**src/rtl/bb_loop_filter.sv**
```systemverilog
module bb_loop_filter #(
  parameter int ACC_W    = 18,
  parameter int FCW_W    = 11,
  parameter int FRAC_W   = 3,
  parameter int SHIFT_W  = 4,
  parameter int CHOP_UPD = 2
) (
  input  logic                              clk,
  input  logic                              rst_n,
  input  logic                              upd,
  input  logic                              dec,
  input  logic [SHIFT_W-1:0]                shift,
  input  logic                              load,
  input  logic [ACC_W-1:0]                  load_val,
  output logic                              chop,
  output logic [FCW_W-1:0]                  fcw,
  output logic [(1<<(FCW_W-FRAC_W))-2:0]    therm,
  output logic [FRAC_W-1:0]                 frac
);
  localparam int INT_W = FCW_W - FRAC_W;
  localparam int UNITS = (1 << INT_W) - 1;
  localparam int CNT_W = (CHOP_UPD > 1) ? $clog2(CHOP_UPD) : 1;
  localparam logic [ACC_W-1:0] MID = ACC_W'(1) << (ACC_W - 1);

  logic [ACC_W-1:0] acc, acc_nx;
  logic [CNT_W-1:0] cnt;
  logic             take;
  logic             raise;
  logic [ACC_W:0]   step, sum, dif;

  assign take  = upd & ~load;
  assign raise = dec ^ chop;
  assign step  = {{ACC_W{1'b0}}, 1'b1} << shift;
  assign sum   = {1'b0, acc} + step;
  assign dif   = {1'b0, acc} - step;

  always_comb begin
    if (raise) acc_nx = sum[ACC_W] ? {ACC_W{1'b1}} : sum[ACC_W-1:0];
    else       acc_nx = dif[ACC_W] ? {ACC_W{1'b0}} : dif[ACC_W-1:0];
  end

  always_ff @(posedge clk or negedge rst_n) begin
    if (!rst_n)      acc <= MID;
    else if (load)   acc <= load_val;
    else if (upd)    acc <= acc_nx;
  end

  always_ff @(posedge clk or negedge rst_n) begin
    if (!rst_n) begin
      cnt  <= '0;
      chop <= 1'b0;
    end else if (take) begin
      if (cnt == CNT_W'(CHOP_UPD - 1)) begin
        cnt  <= '0;
        chop <= ~chop;
      end else begin
        cnt  <= cnt + 1'b1;
      end
    end
  end

  assign fcw  = acc[ACC_W-1 -: FCW_W];
  assign frac = fcw[FRAC_W-1:0];

  for (genvar i = 0; i < UNITS; i++) begin : g_unit
    assign therm[i] = fcw[FCW_W-1:FRAC_W] > INT_W'(i);
  end
endmodule

```
**config.mk**
```make
export PLATFORM = sky130hd
export DESIGN_NAME = bb_loop_filter
export DESIGN_NICKNAME = d
export VERILOG_FILES = /design/src/rtl/bb_loop_filter.sv
export SDC_FILE = /design/constraint.sdc
export NUM_CORES = 1
export LEC_CHECK = 0
export BUFFER_PORTS_ARGS = -buffer_cell sky130_fd_sc_hd__buf_2
export CORE_MARGIN = 5
export CORE_UTILIZATION = 26
export DETAILED_ROUTE_END_ITERATION = 16
export GPL_TIMING_DRIVEN = 0
export HOLD_SLACK_MARGIN = 0.02
export SYNTH_ARGS = -nofsm -noshare
export SYNTH_HDL_FRONTEND = slang
export SYNTH_SLANG_ARGS = --single-unit
```
**constraint.sdc**
```tcl
create_clock -name clk -period 5.55 [get_ports clk]
set_input_delay 1.11 -clock clk [delete_from_list [all_inputs] [get_ports clk]]
set_output_delay 1.11 -clock clk [all_outputs]
set_load 0.005 [all_outputs]
```
; ---- Word level (Yosys, flattened, before mapping)
; Index checks and enable logic that the tools add are counted.
[totals]
reg_bits = 20
input_bits = 27
[classes]
bitwise_logic = 4
n_mux = 6
addsub = 3
magnitude_cmp = 255
reduce_logical = 2
shifts = 1
[ops]
columns = operator, n
row1 = $gt A8 B8 Y1 const B, 127
row2 = $gt A8 B7 Y1 const B, 64
row3 = $gt A8 B6 Y1 const B, 32
row4 = $gt A8 B5 Y1 const B, 16
row5 = $mux W18, 5
row6 = $gt A8 B4 Y1 const B, 8
row7 = $gt A8 B3 Y1 const B, 4
row8 = $add A18 B19 Y19, 1
row9 = $shl A1 B4 Y19 const A, 1
row10 = $sub A18 B19 Y19, 1
row11 = $gt A8 B1 Y1 const B, 2
row12 = $gt A8 B2 Y1 const B, 2
row13 = $not A1 Y1, 2
row14 = $reduce_and A2 Y1, 1
row15 = $reduce_bool A2 Y1, 1
row16 = $add A1 B1 Y1 const B, 1
row17 = $and A1 B1 Y1, 1
row18 = $mux W1, 1
row19 = $xor A1 B1 Y1, 1

; ---- Longest topological paths before layout
[logic_depth]
depth_word = 6
ltp_mapped = 12
mapped_depth_nobuf = 12

; ---- Worst setup path after synthesis
; Ideal clock, no wire load.
[synth_timing]
path_type = input port to flip-flop
start = in shift[2]
end = reg acc[17]
setup_slack_ns = 2.043
t_arrival_ns = 3.419
n_path_buf = 1
cell_stages = 11
t_required_ns = 5.462
cell_sequence = nor2b_1 nand3_1 ha_1 buf_6 a21o_1 a31o_1 a32oi_2 a31oi_4 o31a_1 a32o_1 or3_1
[synth_via]
elab_chain_cells = 6
word_cells_on_any_way = 8
[synth_lines]
columns = element, line_no
row1 = from (decl), 12  ; input logic [SHIFT_W-1:0] shift,
row2 = $shl A1 B4 Y19 (*), 33  ; assign step = {{ACC_W{1'b0}}, 1'b1} << shift;
row3 = $sub A18 B19 Y19 or $add A18 B19 Y19 (tied branches), "35, 34"
row4 = $mux W18 (on tied branches), "39, 38"
row5 = $mux W18 (*), 38  ; if (raise) acc_nx = sum[ACC_W] ? {ACC_W{1'b1}} : sum[ACC_W-1:0];
row6 = $mux W18 (*), 45  ; else if (upd) acc <= acc_nx;
row7 = $mux W18 (*), 44  ; else if (load) acc <= load_val;
row8 = to (signal assigned), 44
row9 = to (signal assigned), 45
row10 = to (decl), 25  ; logic [ACC_W-1:0] acc, acc_nx;
; Mark *: on every way between the ends. The rest lies on a longest branch, timed or not. The select of a mux whose other input is x is not followed.
; A chain may end at the register's enable or synchronous reset.

; ---- Worst setup path in the final report
[layout_timing]
start = reg acc[15]
end = out therm[114]
[layout_via]
elab_chain_cells = 1
[layout_lines]
columns = element, line_no
row1 = $gt A8 B7 Y1, 66  ; assign therm[i] = fcw[FCW_W-1:FRAC_W] > INT_W'(i);
row2 = to (decl), 17  ; output logic [(1<<(FCW_W-FRAC_W))-2:0] therm,
; No other way between the ends.

==> impl_metrics.yaml <==
floorplanning:
  dieArea_um2: 24100
  rows: 53
  initial_core_util: 0.262
  die_w_um: 155
  die_h_um: 155
  ios: 297
  core_um2: 20900
power_and_ir_drop:
  p_sw_frac: 0.601
  comb_power_share: 0.865
  power.density_nw_per_um2: 466
  p_switching_w: 0.00208
  pwr-share-seq: 0.070
  clock_power_share: 0.064
  ir_worst_vdd_uv: 154
  intPower_w: 0.00138
  p_leak_nw: 3.59
sta:
  fin_crit_sh: 0.843
  rsz0062_at_grt: "false"
  finalSetupTns_ps: 0
  fmax_ghz: 0.214
  worstMarginPinSlew_ps: 1430
  relSlewSlack: 0.0391
  fin_worst_skew_ps: 2.36
  setup_viol: 0
  finalHoldViolations: 0
  report.final.slew_viol_count: 0
  hold_slack_ps: 481
  period_needed_ps: 4680
logic_synthesis:
  synth_cells: 910
  synth_top_area_frac: 0.0918
  synth_edf_count: 0
  synth_top_area_cell: "nand2_1"
  synth_area_per_cell_um2: 6.02
  ys_ff_latch: 20
  yosys_warnings: 0
  synthFlopType: "dfrtp_1"
  syn_nets: 971
  netlist_top_cells_area: "nand2_1 9.2%, a21oi_1 9.1%, dfrtp_1 8.7%"
  ys_types: 71
  synth.cell_area_um2: 5480
  synthArstFlopShare: 1.00
  yosysSeqAreaShare: 0.0916
cells_and_area:
  post-route-util: 0.355
  multi_input_area_um2: 4410
  seq_area_um2: 502
  num-fill-cells: 2393
  syn_to_final_growth_pct: 35.4
  fin_nets: 1272
  antenna_cells: 0
  drive_gt1_frac: 0.285
route:
  wl_um: 36500
  vias: 8591
  viasPerCell: 5.79
  routedWlPerCell_um: 24.6
  drc: 0
  drtIter0Drc: 888
  antenna_left: 0
  first_pass_iters: 6
place:
  port-buffer-count: 295
  place_congestion: 1.04
  dpl.hpwl_um: 29600
global_route:
  overflow: 0
  antenna_found_initial: 0
  grt_start_max_net_pins: 21
  track_usage: 0.281
  grt_pass1_wl_um: 52400
  grt_pass1_vias: 8064
clocking:
  max-clock-path-buffers: 2
  htreeDepth: 1
  hold_buffers: 0
  clock_latency_ps: 270
  clock-sinks: 20
  cts_resized: 0
  cts_tree: "yes"
  post_cts_buffers: 0
  clk_pin_slew_ps: 70
  cts-root-buf: "clkbuf_16"
  cts_buffers: 3
worst_setup_path:
  critPathRequiredTime_ps: 4440
  crit_fanout: 10
  critPathCaptureType: "output pin"
  critPathKind: "reg2out"
  cp-start-kind: "flop"
  cp.arrival_ps: 3570
status:
  outcome: "complete, no violations"
min_path:
  hold_path_class: "reg2reg"
flow_run:
  drv_cap: 0
per-stage QoR:
| step | cell area, um2 | total power (W) | setup WS [ps] | std cells |
|---|---|---|---|---|
| 2_1_floorplan | 5480 | 0.00173 | 2040 | 910 |
| 3_3_place_gp | 7300 | 0.00314 | 561 | 1480 |
| 3_5_place_dp | 7310 | 0.00315 | 1030 | 1481 |
| 4_1_cts | 7420 | 0.00338 | 1030 | 1485 |
| 5_1_grt | 7420 | 0.00365 | 669 | 1485 |
| 6_report | 7420 | 0.00346 | 869 | 1485 |
critical path: stages (launching register included):
cell and delay [ps]:
dfrtp_1 460, clkbuf_1 470, inv_1 340, nor2_1 210, clkbuf_1 510, nand2_1 370, o21ai_0 400, a21boi_0 350
buf_2 180
routing by layer:
layer  global-route usage  vias up  share of wire
met1                0.346     4047           0.38
met4                0.118        0          0.050
met3               0.0409      115          0.092
li1                     -     3808              -
met5                    0        -              0
met2                0.488      621           0.48
worst paths after layout:
check / end / slack, ps / from / cells past startpoint
hold reg to reg: cnt / 480 / cnt / 1
setup / recovery: therm[114] / 870 / acc[15] / 8
max in group asynchronous: acc[10] / 4340 / rst_n / 1
hold / removal: cnt / 480 / cnt / 1
min in group asynchronous: acc[0] / 830 / rst_n / 1
setup reg to reg: acc[2] / 2270 / acc[13] / 9
area by class of cell:
class                      instances  share of cell area
clock inverter                     1             0.00405
timing repair buffer             296               0.200
clock buffer                       3              0.0101
inverter                          53              0.0268
tap                              275              0.0464
multi-input combinational        758               0.594
sequential                        20              0.0676
buffer                            79              0.0506
synthesized netlist by cell type, drive strengths merged, types with 15 or more instances:
| library cell | instances |
|---|---|
| ha | 32 |
| nor3 | 26 |
| buf | 28 |
| o21ai | 80 |
| dfrtp | 19 |
| nor2 | 119 |
| nand2b | 18 |
| nand3 | 18 |
| nor2b | 15 |
| a21oi | 101 |
| clkbuf | 51 |
| nand2 | 134 |
| inv | 50 |
| a21boi | 40 |
placed cells by master (no fill, tap or decap), types with 6 or more instances in the layout:
master / instances
a21oi_1: 100
nor3_1: 26
ha_1: 32
nand2b_1: 18
and2_1: 9
a22oi_1: 8
inv_1: 47
nor2b_1: 14
and3_1: 8
o221ai_1: 6
buf_4: 16
nand2_1: 134
clkbuf_1: 51
a21boi_0: 40
o21ai_0: 75
o22ai_1: 7
nor2_1: 119
a21o_1: 10
a211oi_1: 10
or3_1: 6
dfrtp_1: 19
o31ai_1: 14
a31oi_1: 12
xnor2_1: 8
buf_2: 301
o21a_1: 7
nand3_1: 18
kinds of logic after synthesis:
kind of cell               share of synthesized area
buffers and inverters                          0.105
and+or+nand+nor                                0.298
adders and majority gates                     0.0804
DFF                                           0.0916
AOI/OAI and AO/OA                              0.410
xor gates and xnor gates                      0.0144
registers in the layout, summed over array words and instances, names as in the netlist:
signal  cells
chop        1
acc        18
cnt         1
power groups by stage:
stage	Sequential [W]	Combinational, W	Clock [W]
after detailed placement	0.000248	0.00290	0
after CTS	0.000245	0.00291	0.000218
after global placement	0.000247	0.00290	0
after global routing	0.000250	0.00317	0.000226
after floorplan	0.000224	0.00151	0
final	0.000244	0.00299	0.000222
Note: power is estimated with default switching activity, not from simulation.
